`config.mk`:
```
export PLATFORM = sky130hd
export DESIGN_NAME = pxu_unpack
export DESIGN_NICKNAME = d
export VERILOG_FILES = /design/src/rtl/pxu_pkg.sv /design/src/rtl/pxu_cfg_shadow.sv /design/src/rtl/pxu_word_gate.sv /design/src/rtl/pxu_unpack_fsm.sv /design/src/rtl/pxu_unpack.sv
export SDC_FILE = /design/constraint.sdc
export NUM_CORES = 1
export LEC_CHECK = 0
export ABC_AREA = 1
export BUFFER_PORTS_ARGS = -buffer_cell sky130_fd_sc_hd__buf_4
export CORE_UTILIZATION = 45
export CTS_BUF_LIST = sky130_fd_sc_hd__clkbuf_4 sky130_fd_sc_hd__clkbuf_8
export CTS_CLUSTER_DIAMETER = 150
export CTS_CLUSTER_SIZE = 40
export DETAILED_ROUTE_END_ITERATION = 8
export PLACE_DENSITY = 0.81
export SETUP_SLACK_MARGIN = 0.02
export SLEW_MARGIN = 20
export SYNTH_ARGS = -nofsm -noshare
export SYNTH_HDL_FRONTEND = slang
export SYNTH_HIERARCHICAL = 1
export SYNTH_SLANG_ARGS = --single-unit
```
`constraint.sdc`:
```
create_clock -name clk -period 1.5 [get_ports clk]
set_input_delay 0.225 -clock clk [delete_from_list [all_inputs] [get_ports clk]]
set_output_delay 0.225 -clock clk [all_outputs]
set_load 0.005 [all_outputs]
```
`src/rtl/pxu_pkg.sv`:
```
`timescale 1ns/1ps
package pxu_pkg;

    localparam int BYTE_W  = 8;
    localparam int LANES   = 3;
    localparam int WORD_W  = BYTE_W * LANES;
    localparam int RUN_LEN = 6;

    // Format codes held in bits [4:2] of the configuration byte
    localparam logic [2:0] FMT_YUV16 = 3'h2;
    localparam logic [2:0] FMT_YUV8  = 3'h4;
    localparam logic [2:0] FMT_RGB   = 3'h6;

    // Bit layout follows the register decode of the neighbour that writes it
    typedef struct packed {
        logic       rsv_hi;      // bit 7, ignored
        logic       pack_en;     // bit 6, packed transport with dead word
        logic       rsv_mid;     // bit 5, ignored
        logic [2:0] fmt;         // bits 4:2
        logic       luma_first;  // bit 1
        logic       cb_first;    // bit 0
    } pxu_cfg_t;

    localparam logic [7:0] CFG_LIVE_MASK = 8'h5F;

    typedef enum logic [1:0] {
        ST_HALT   = 2'd0,
        ST_WIDE   = 2'd1,
        ST_PAIR_A = 2'd2,
        ST_PAIR_B = 2'd3
    } pxu_state_e;

    // State entered on a line start for a given format code
    function automatic pxu_state_e entry_state(input logic [2:0] fmt);
        pxu_state_e s;
        unique case (fmt)
            FMT_YUV16, FMT_RGB: s = ST_WIDE;
            FMT_YUV8:           s = ST_PAIR_A;
            default:            s = ST_HALT;
        endcase
        return s;
    endfunction

endpackage

```
`src/rtl/pxu_cfg_shadow.sv`:
```
`timescale 1ns/1ps
// Holds the configuration used for the current line; loads only on line start.
module pxu_cfg_shadow
    import pxu_pkg::*;
#(
    parameter int CFG_W = 8
) (
    input  logic             clk,
    input  logic             rst_n,
    input  logic             line_start,
    input  logic [CFG_W-1:0] cfg_in,
    output pxu_cfg_t         cfg_next,
    output pxu_cfg_t         cfg_q
);

    // Reserved bits are cleared on the way in so they can never steer decode
    assign cfg_next = pxu_cfg_t'(cfg_in & CFG_LIVE_MASK);

    always_ff @(posedge clk or negedge rst_n) begin
        if (!rst_n) begin
            cfg_q <= '0;
        end else if (line_start) begin
            cfg_q <= cfg_next;
        end
    end

endmodule

```
`src/rtl/pxu_word_gate.sv`:
```
`timescale 1ns/1ps
// Accepts input words and discards the dead word of the packed transport.
module pxu_word_gate #(
    parameter int RUN = 6,
    localparam int CNT_W = $clog2(RUN + 1)
) (
    input  logic clk,
    input  logic rst_n,
    input  logic line_start,
    input  logic word_in,
    input  logic pack_en,
    output logic word_take,
    output logic word_drop
);

    localparam logic [CNT_W-1:0] RUN_LAST = CNT_W'(RUN);

    logic [CNT_W-1:0] run_cnt;
    logic             live;

    assign live      = word_in && !line_start;
    assign word_drop = live && pack_en && (run_cnt == RUN_LAST);
    assign word_take = live && !word_drop;

    always_ff @(posedge clk or negedge rst_n) begin
        if (!rst_n) begin
            run_cnt <= '0;
        end else if (line_start) begin
            run_cnt <= '0;
        end else if (live && pack_en) begin
            if (run_cnt == RUN_LAST) begin
                run_cnt <= '0;
            end else begin
                run_cnt <= run_cnt + 1'b1;
            end
        end
    end

endmodule

```
`src/rtl/pxu_unpack_fsm.sv`:
```
`timescale 1ns/1ps
// Control state machine and output sample registers.
module pxu_unpack_fsm
    import pxu_pkg::*;
#(
    parameter int BW = BYTE_W,
    parameter int NL = LANES,
    localparam int WW = BW * NL
) (
    input  logic          clk,
    input  logic          rst_n,
    input  logic          line_start,
    input  pxu_cfg_t      cfg_next,
    input  pxu_cfg_t      cfg_q,
    input  logic          word_take,
    input  logic [WW-1:0] in_data,
    output logic          o_valid,
    output logic [BW-1:0] o_luma,
    output logic [BW-1:0] o_chroma,
    output logic          o_chroma_is_cb,
    output logic [WW-1:0] o_rgb,
    output logic          o_rgb_mode
);

    logic [BW-1:0] lane [NL];

    for (genvar g = 0; g < NL; g++) begin : g_lane
        assign lane[g] = in_data[g*BW +: BW];
    end

    pxu_state_e    state, state_nxt;
    logic [BW-1:0] held;
    logic          cb_next;
    logic [BW-1:0] first_b, second_b;
    logic          emit_yuv;

    // Next state: T_LINE_LOAD has priority, then byte-pair transitions
    always_comb begin
        state_nxt = state;
        unique case (state)
            ST_HALT:   state_nxt = ST_HALT;
            ST_WIDE:   state_nxt = ST_WIDE;
            ST_PAIR_A: if (word_take) state_nxt = ST_PAIR_B;   // T_BYTE_HOLD
            ST_PAIR_B: if (word_take) state_nxt = ST_PAIR_A;   // T_BYTE_PAIR
            default:   state_nxt = ST_HALT;
        endcase
        if (line_start) begin
            state_nxt = entry_state(cfg_next.fmt);             // T_LINE_LOAD
        end
    end

    // State register
    always_ff @(posedge clk or negedge rst_n) begin
        if (!rst_n) begin
            state <= ST_HALT;
        end else begin
            state <= state_nxt;
        end
    end

    // Byte selection: earlier byte and later byte of the sample
    always_comb begin
        first_b  = lane[1];
        second_b = lane[0];
        emit_yuv = 1'b0;
        unique case (state)
            ST_WIDE: begin
                first_b  = lane[1];
                second_b = lane[0];
                emit_yuv = word_take && (cfg_q.fmt == FMT_YUV16);
            end
            ST_PAIR_B: begin
                first_b  = held;
                second_b = lane[0];
                emit_yuv = word_take;
            end
            ST_HALT, ST_PAIR_A: begin
                first_b  = lane[1];
                second_b = lane[0];
                emit_yuv = 1'b0;
            end
            default: emit_yuv = 1'b0;
        endcase
    end

    // Output registers
    always_ff @(posedge clk or negedge rst_n) begin
        if (!rst_n) begin
            o_valid        <= 1'b0;
            o_luma         <= '0;
            o_chroma       <= '0;
            o_chroma_is_cb <= 1'b0;
            o_rgb          <= '0;
            o_rgb_mode     <= 1'b0;
            held           <= '0;
            cb_next        <= 1'b0;
        end else begin
            o_valid <= 1'b0;
            if (line_start) begin
                cb_next <= cfg_next.cb_first;
            end else begin
                if (state == ST_PAIR_A && word_take) begin
                    held <= lane[0];
                end
                if (state == ST_WIDE && word_take && cfg_q.fmt == FMT_RGB) begin
                    o_valid    <= 1'b1;
                    o_rgb      <= in_data;
                    o_rgb_mode <= 1'b1;
                end
                if (emit_yuv) begin
                    o_valid        <= 1'b1;
                    o_rgb_mode     <= 1'b0;
                    o_luma         <= cfg_q.luma_first ? first_b  : second_b;
                    o_chroma       <= cfg_q.luma_first ? second_b : first_b;
                    o_chroma_is_cb <= cb_next;
                    cb_next        <= !cb_next;
                end
            end
        end
    end

endmodule

```
`src/rtl/pxu_unpack.sv`:
```
`timescale 1ns/1ps
module pxu_unpack
    import pxu_pkg::*;
(
    input  logic              clk,
    input  logic              rst_n,
    input  logic [7:0]        cfg_word,
    input  logic              line_start,
    input  logic              in_act,
    input  logic [WORD_W-1:0] in_data,
    output logic              o_valid,
    output logic [BYTE_W-1:0] o_luma,
    output logic [BYTE_W-1:0] o_chroma,
    output logic              o_chroma_is_cb,
    output logic [WORD_W-1:0] o_rgb,
    output logic              o_rgb_mode
);

    pxu_cfg_t cfg_next, cfg_q;
    logic     word_take, word_drop;
    logic [2:0] act_fmt;
    logic       act_pack;

    assign act_fmt  = cfg_q.fmt;
    assign act_pack = cfg_q.pack_en;

    pxu_cfg_shadow #(.CFG_W(8)) u_shadow (
        .clk        (clk),
        .rst_n      (rst_n),
        .line_start (line_start),
        .cfg_in     (cfg_word),
        .cfg_next   (cfg_next),
        .cfg_q      (cfg_q)
    );

    pxu_word_gate #(.RUN(RUN_LEN)) u_gate (
        .clk        (clk),
        .rst_n      (rst_n),
        .line_start (line_start),
        .word_in    (in_act),
        .pack_en    (act_pack),
        .word_take  (word_take),
        .word_drop  (word_drop)
    );

    pxu_unpack_fsm #(.BW(BYTE_W), .NL(LANES)) u_fsm (
        .clk            (clk),
        .rst_n          (rst_n),
        .line_start     (line_start),
        .cfg_next       (cfg_next),
        .cfg_q          (cfg_q),
        .word_take      (word_take),
        .in_data        (in_data),
        .o_valid        (o_valid),
        .o_luma         (o_luma),
        .o_chroma       (o_chroma),
        .o_chroma_is_cb (o_chroma_is_cb),
        .o_rgb          (o_rgb),
        .o_rgb_mode     (o_rgb_mode)
    );

endmodule

```
; Word level (Yosys, flattened, before mapping)
; Index checks and enable logic that the tools add are counted.
[totals]
ff_bits = 62
out_inout_bits = 43
elab_cells = 70
input_bits = 36
[op_classes]
eq_ne = 11
mux = 20
n_bitwise = 1
addsub = 1
n_reduce_logical = 24
[ops]
columns = cell, count
row1 = 8-bit two-way mux, 3
row2 = 8-bit one-hot mux with 2 select lines, 1
row3 = "3-bit equality test, second input constant", 4
row4 = 2-bit AND reduction, 5
row5 = 3-bit two-way mux, 3
row6 = 1-bit logical AND, 8
row7 = 2-bit one-hot mux with 4 select lines, 1
row8 = 1-bit two-way mux, 7
row9 = "3-bit by 2-bit equality test with 1-bit output, second input constant", 2
row10 = 2-bit two-way mux, 3
row11 = "3-bit by 2-bit != test with 1-bit output, second input constant", 2
row12 = 2-bit nonzero test, 3
row13 = "2-bit equality test, second input constant", 2
row14 = 2-bit one-hot mux with 2 select lines, 1
row15 = 2-bit OR reduction, 2
row16 = 4-bit OR reduction, 1
row17 = "3-bit by 1-bit adder with 3-bit output, second input constant", 1
row18 = 1-bit zero test, 3
row19 = 1-bit one-hot mux with 3 select lines, 1
row20 = 3-bit OR reduction, 1
row21 = "2-bit by 1-bit equality test with 1-bit output, second input constant", 1
row22 = 2-bit zero test, 1
row23 = 1-bit inverter, 1

; Longest topological paths before layout
; Gate-level depths: netlist of the first run.
[depth]
word_depth = 11
depth_mapped = 10
mapped_depth_nobuf = 9

; Modules after synthesis
; The synthesis of the first run kept the hierarchy.
[modules_own_cells]
columns = mod, area_per_inst_um2, seq_area_each_um2, instances, cells_per_inst
row1 = pxu_unpack_fsm, 2652.5, 1351.3, 1, 318
row2 = pxu_cfg_shadow, 300.3, 150.1, 1, 36
row3 = pxu_word_gate, 175.2, 75.1, 1, 24

; Worst setup path before layout of the first run
; No wires, ideal clock.
[synth_path]
path_type = reg2reg
startpoint = reg u_gate.run_cnt[1]
endpoint = reg u_fsm.o_rgb[12]
period_less_slack_ns = 1.462
t_required_ns = 1.383
slack_ns = 0.038
path_buffers = 1
setup_time_ns = 0.117
path_stages_with_launch = 10
arrival_time_ns = 1.345
cell_sequence = dfrtp_1 > nand2_2 > inv_2 > a31oi_1 > inv_2 > nor2_4 > nand4_4 > buf_6 > nand2_1 > o21ai_2
[synth_between]
elab_chain_cells = 7
[synth_rtl]
columns = item, line
row1 = "start, declared", pxu_word_gate.sv:18  ; logic [CNT_W-1:0] run_cnt;
row2 = "start signal, assigned", pxu_word_gate.sv:34  ; run_cnt <= run_cnt + 1'b1;
row3 = 3-bit equality test, pxu_word_gate.sv:22  ; assign word_drop = live && pack_en && (run_cnt == RUN_LAST);
row4 = 1-bit logical AND, pxu_word_gate.sv:22
row5 = 1-bit zero test, pxu_word_gate.sv:23  ; assign word_take = live && !word_drop;
row6 = 1-bit logical AND, pxu_word_gate.sv:23
row7 = via word_take, pxu_unpack.sv:20  ; logic word_take, word_drop;
row8 = 1-bit logical AND (2 in series), pxu_unpack_fsm.sv:105  ; if (state == ST_WIDE && word_take && cfg_q.fmt == FMT_RGB) begin
row9 = 2-bit AND reduction (no source line), --
row10 = "end signal, assigned", pxu_unpack_fsm.sv:107  ; o_rgb <= in_data;
row11 = "end, declared", pxu_unpack_fsm.sv:21  ; output logic [WW-1:0] o_rgb,
; The timed path passes the listed nets, and every way through them passes these cells.
; A chain may end at the register's enable or synchronous reset.

; Worst setup path in the final report of the first run
[layout_path]
startpoint = reg u_fsm.state[0]
endpoint = reg u_fsm.o_luma[2]
[layout_between]
elab_chain_cells = 4
word_cells_on_any_way = 10
classes_between = 3 x eq/ne / 3 x mux / 4 x reduce/logical
[layout_rtl]
columns = item, line
row1 = "start, declared", pxu_unpack_fsm.sv:31  ; pxu_state_e state, state_nxt;
row2 = "start signal, assigned", pxu_unpack_fsm.sv:57  ; state <= state_nxt;
row3 = 2-bit by 1-bit equality test with 1-bit output (tied with other cells), pxu_unpack_fsm.sv:66  ; unique case (state)
row4 = 3-bit OR reduction (no source line) or 2-bit OR reduction (tied branches), --
row5 = 8-bit one-hot mux with 2 select lines or 1-bit one-hot mux with 3 select lines (tied branches), pxu_unpack_fsm.sv:66
row6 = 8-bit two-way mux or 2-bit AND reduction (tied branches), --
row7 = "end signal, assigned", pxu_unpack_fsm.sv:113  ; o_luma <= cfg_q.luma_first ? first_b : second_b;
row8 = "end, declared", pxu_unpack_fsm.sv:18  ; output logic [BW-1:0] o_luma,
; Parallel ways exist; a longest one is shown, timed or not.

==> results.cfg, run 1 <==
[outcome]
outcome = complete, but fails checks
violations = design-rule violations, negative setup slack

[floorplan]
core_area_mm2 = 0.00642
io_pins = 79
initial_utilization_pct = 47.3
row_count = 29
die_y_um = 84.2
die_w_um = 84.2
die_area_mm2 = 0.00708

[setup_path]
crit_top_cell = nand2_1
critPathKind = reg2reg
crit_chain = ha_4 > clkinvlp_4 > buf_6 > buf_4 > nand2_1 > nand3_1 > nand2_1 > nand2_1 > nand2_1
crit_slowest_cell = dfrtp_2
crit_arrival_ps = 1780
reg2reg_depth = 9
end_kind = flip-flop
crit_required_ps = 1780
cpPeakStageDelay_ps = 460
critPathMaxFanout = 7
setup.worst_path.start_class = flip-flop

[detailed_routing]
via_per_inst = 4.86
drt_iter0_drc = 162
wl_per_cell_um = 13.2
drt_first_pass_iters = 6
post-route-drc-count = 16
ant_nets = 0
wl_um = 7210
vias = 2648

[place]
numPortBuffers = 76
dpl_cell_area_mm2 = 0.00372
hpwlAfterDp_um = 4830
globalplace.congestion = 0.871

[sta]
setup_ws_ps = -4.79
period_share_pct = 100
final.setup.tns_ps = -4.79
final_max_slew_viol_count = 0
max_freq_mhz = 665
skew_ps = 6.08
hold-worst-slack_ps = 70.8
finalHoldViolCount = 0
report.final.setup_viol = 1
maxSlewHeadroom_pct = 67.0
tightest_slew_ps = 494
rsz0062_at_grt = true
min_period_ps = 1500

[final_layout]
final_cell_mix = nand2_1 (155), buf_4 (93), dfrtp_1 (60)
layout-drive-gt1-share_pct = 39.1
design_area_mm2 = 0.00415
syn2layout_area_growth_pct = 36.7
layout_commonest_cell = nand2_1
diodes = 0
nets = 505
post-route-util_pct = 64.7

[grt]
grt_pass1_vias = 2557
grt-busiest-layer = met2
use_met1_pct = 28.2
antenna_found_initial = 0
grt_usage_pct = 20.9
grt_max_degree = 34
met2_usage_pct = 32.6
grt_util_met3_pct = 5.70
grt_pass1_wl_um = 11700
grt_overflow = 0

[pwr]
power_frac_comb_pct = 24.7
seqPwrFrac_pct = 45.0
p_clk_share_pct = 30.3
intPower_uw = 3550
swShare_pct = 29.1
p_leak_uw = 0.00232
p_total_uw = 5010
ir_drop_mv = 0.658
power_density_mw_per_mm2 = 1210
power_switching_uw = 1460

[logic_synthesis]
syn_avg_cell_area_um2 = 8.30
syn_area_mm2 = 0.00304
yosys_warnings = 6
synth_cells = 366
syn_nets = 408

[clocking]
cts_tree = built
clock-root-buffer = clkbuf_8
clock-sinks = 62
clk_latency_ps = 340
path_clk_slew_ps = 70
htreeDepth = 3
clk_path_buf_depth = 2
cts_made_buffers = 9

[min_path]
hp-class = in2reg
min_path_cells = 3

[run]
maxCapViolations = 0
==> critical path, delay by kind of cell (launching register included) <==
family                     cells  cell delay (ps)
DFF                            1              460
buffers and inverters          3              420
and+or+nand+nor                5              370
adders and majority gates      1              190
==> layer usage <==
| metal | wire (um) | vias up |
|---|---|---|
| li1 | - | 1326 |
| met1 | 3320 | 1232 |
| met2 | 3400 | 79 |
| met3 | 385 | 11 |
| met4 | 95 | 0 |
| met5 | 0 | - |
==> area by class of cell <==
class	count	area [um2]
Fill cell	523	2270
Tap cell	77	96.3
Sequential cell	62	1550
Timing Repair Buffer	101	813
Clock buffer	11	151
Clock inverter	5	57.6
Timing Repair inverter	1	7.51
Multi-Input combinational cell	254	1340
Inverter	34	136
==> flip-flops by register name (all words and copies together), names as in the netlist <==
name,count
u_fsm/held,8
u_fsm/o_luma,8
u_fsm/cb_next,1
u_fsm/o_rgb,24
u_shadow/cfg_q,5
u_fsm/o_rgb_mode,1
u_gate/run_cnt,3
u_fsm/state,2
u_fsm/o_chroma_is_cb,1
u_fsm/o_chroma,8
u_fsm/o_valid,1
==> per-stage QoR <==
step                instances  worst slack [ps]
finish                    545             -4.79
global route              545              -104
CTS                       536              7.71
detailed placement        519             -83.6
global placement          519             -28.1
floorplan                 366              50.9
==> worst paths after layout <==
path,start,end,slack (ps)
setup reg to reg,u_fsm/state[0],u_fsm/o_luma[2],-5
hold / removal,in_data[21],u_fsm/o_rgb[21],70
min in group asynchronous,rst_n,u_shadow/cfg_q[2],370
setup / recovery,u_fsm/state[0],u_fsm/o_luma[2],-5
hold reg to reg,u_fsm/cb_next,u_fsm/cb_next,460
max in group asynchronous,rst_n,u_fsm/held[3],610
==> power by group through the flow <==
stage | logic [uW] | registers, uW | clock network (uW)
6_report | 1240 | 2260 | 1520
5_1_grt | 1390 | 2310 | 1630
3_3_place_gp | 1140 | 2260 | 0
2_1_floorplan | 493 | 2260 | 0
3_5_place_dp | 1180 | 2260 | 0
4_1_cts | 1190 | 2240 | 1540
==> repair_timing <==
item	in CTS	in global routing
cloned	0	1
hold buffers	1	0
setup endpoints to repair	51	51
hold endpoints to repair	32	0
pin swaps	0	7
resized for setup	12	32
buffers inserted	0	8
(Power assumes the default switching activity.)
==> run 2, diff against run 1 <==
--- a/config.mk
+++ b/config.mk
@@ -7,6 +7,7 @@
 export LEC_CHECK = 0
 export ABC_AREA = 1
 export BUFFER_PORTS_ARGS = -buffer_cell sky130_fd_sc_hd__buf_4
+export CORE_ASPECT_RATIO = 0.9
 export CORE_UTILIZATION = 45
 export CTS_BUF_LIST = sky130_fd_sc_hd__clkbuf_4 sky130_fd_sc_hd__clkbuf_8
 export CTS_CLUSTER_DIAMETER = 150
==> run 2 against run 1 <==
The run now ends clean. Sequential power barely moved. Via count fell by 0.98%. Count of clock-buffer cells in the layout fell by 2. Largest cell class unchanged.
==> results.cfg, run 2 (same netlist as run 1, synthesis figures left out) <==
[setup_path]
crit_arrival_ps = 1720
worstReg2RegStart = u_gate/run_cnt[2]
timing.rr.end = u_fsm/o_rgb[2]
crit_end = u_fsm/o_rgb[2]
crit_start = u_gate/run_cnt[2]
end_kind = flip-flop
critPathKind = reg2reg
rrSetupSlack_ps = 5
setup.worst_path.start_class = flip-flop
reg2reg_depth = 9
critPathMaxFanout = 32
crit_required_ps = 1730

[sta]
period_share_pct = 99.7
tightest_slew_ps = 538
skew_ps = 8.57
final_max_slew_viol_count = 0
min_period_ps = 1500
finalHoldViolCount = 0
maxSlewHeadroom_pct = 64.2
max_freq_mhz = 669
rsz0062_at_grt = true
setup_ws_ps = 4.96
report.final.setup_viol = 0

[grt]
antenna_found_initial = 0
grt_pass1_wl_um = 11000
met2_usage_pct = 32.4
use_met1_pct = 26.3
grt_pass1_vias = 2474
grt_overflow = 0
grt_max_degree = 44
grt_util_met3_pct = 6.72
grt_usage_pct = 21.0
grt-busiest-layer = met2

[final_layout]
final_cell_mix = nand2_1 (165), buf_4 (94), dfrtp_1 (60)
syn2layout_area_growth_pct = 33.4
regMostFlops = u_fsm/o_rgb
nets = 502
final_cells = 553
layout-drive-gt1-share_pct = 35.9
diodes = 0
largest_register_ffs = 24
layout_commonest_cell = nand2_1
fill_cells = 542

[detailed_routing]
vias = 2622
wl_um = 6760
wl_per_cell_um = 12.2
drt_first_pass_iters = 4
ant_nets = 0
post-route-drc-count = 0
via_per_inst = 4.74
drt_iter0_drc = 100

[place]
dp_cells = 534
numPortBuffers = 76
pre_cts_ws_ps = -92.2
hpwlAfterDp_um = 4980
globalplace.congestion = 0.817

[clocking]
cts_made_buffers = 9
cts_tree = built
clock-root-buffer = clkbuf_8
path_clk_slew_ps = 60
clk_latency_ps = 340
clk_path_buf_depth = 2
htreeDepth = 3
clock-sinks = 62

[outcome]
outcome = complete, no violations

[floorplan]
die_y_um = 79.9
initial_utilization_pct = 46.4
die_w_um = 88.6
core_area_mm2 = 0.00655
row_count = 28
die_area_mm2 = 0.00708
io_pins = 79

[run]
maxCapViolations = 0

[pwr]
ir_drop_mv = 0.461
p_leak_uw = 0.00230
power_density_mw_per_mm2 = 1190

[min_path]
hp-class = in2reg
==> run 2: per-layer routing <==
metal,routed length (um),share of wire [%],vias to the layer above
met5,0,0,-
met4,185,2.7,0
met3,471,7.0,18
met2,3070,45,94
met1,3030,45,1200
li1,-,-,1310
==> run 2: where the power goes <==
part	switching [uW]	internal (uW)	leakage [uW]
logic	559	671	0.00139
clock network	609	738	0.0000907
registers	236	2030	0.000820
==> run 2: repair_timing <==
| item | in CTS | in global routing |
|---|---|---|
| pin swaps | 0 | 4 |
| setup endpoints to repair | 47 | 50 |
| endpoints found under the hold margin | 41 | 0 |
| hold buffers | 1 | 0 |
| gates resized for setup | 4 | 20 |
| gates cloned | 0 | 1 |
| buffers inserted | 0 | 3 |
==> run 2: area by class of cell <==
class	instances	area, um2	share of cell area, %
Clock inverter	5	52.6	1.30
Sequential cell	62	1550	38.3
Inverter	34	130	3.21
Multi-Input combinational cell	254	1290	31.8
Clock buffer	9	124	3.06
Timing Repair Buffer	99	792	19.5
Tap cell	90	113	2.78
==> run 2: critical path, stage by stage (launching register included) <==
cell and delay [ps]:
dfrtp_1 390, nand2_2 70, inv_2 40, a31oi_4 130, inv_2 90, nor2_4 120
nand4_4 170, buf_12 220, nand2_1 90, o21ai_2 50
==> run 2: through the flow <==
| step | setup TNS, ps | hold slack (ps) | area, um2 | util, % | power, uW |
|---|---|---|---|---|---|
| after floorplan | 0 | -70.6 | 3040 | - | 2750 |
| after global placement | -318 | 243 | 3740 | 57.1 | 3390 |
| after detailed placement | -2160 | 247 | 3740 | 57.1 | 3450 |
| after CTS | 0 | 68.3 | 3950 | 60.3 | 4820 |
| after global routing | -783 | 76.6 | 4050 | 61.9 | 5170 |
| final | 0 | 82.5 | 4050 | 61.9 | 4840 |
==> run 2: how the worst min path moves through the flow <==
stage                              to        start  depth (start not counted)  slack (ps)
floorplan               u_fsm/cb_next        rst_n                          0         -70
global placement    u_gate/run_cnt[0]        rst_n                          1         240
detailed placement  u_gate/run_cnt[0]        rst_n                          1         250
CTS                   u_fsm/o_rgb[22]  in_data[22]                          3          70
global route          u_fsm/o_rgb[18]  in_data[18]                          3          80
finish                u_fsm/o_rgb[18]  in_data[18]                          3          80
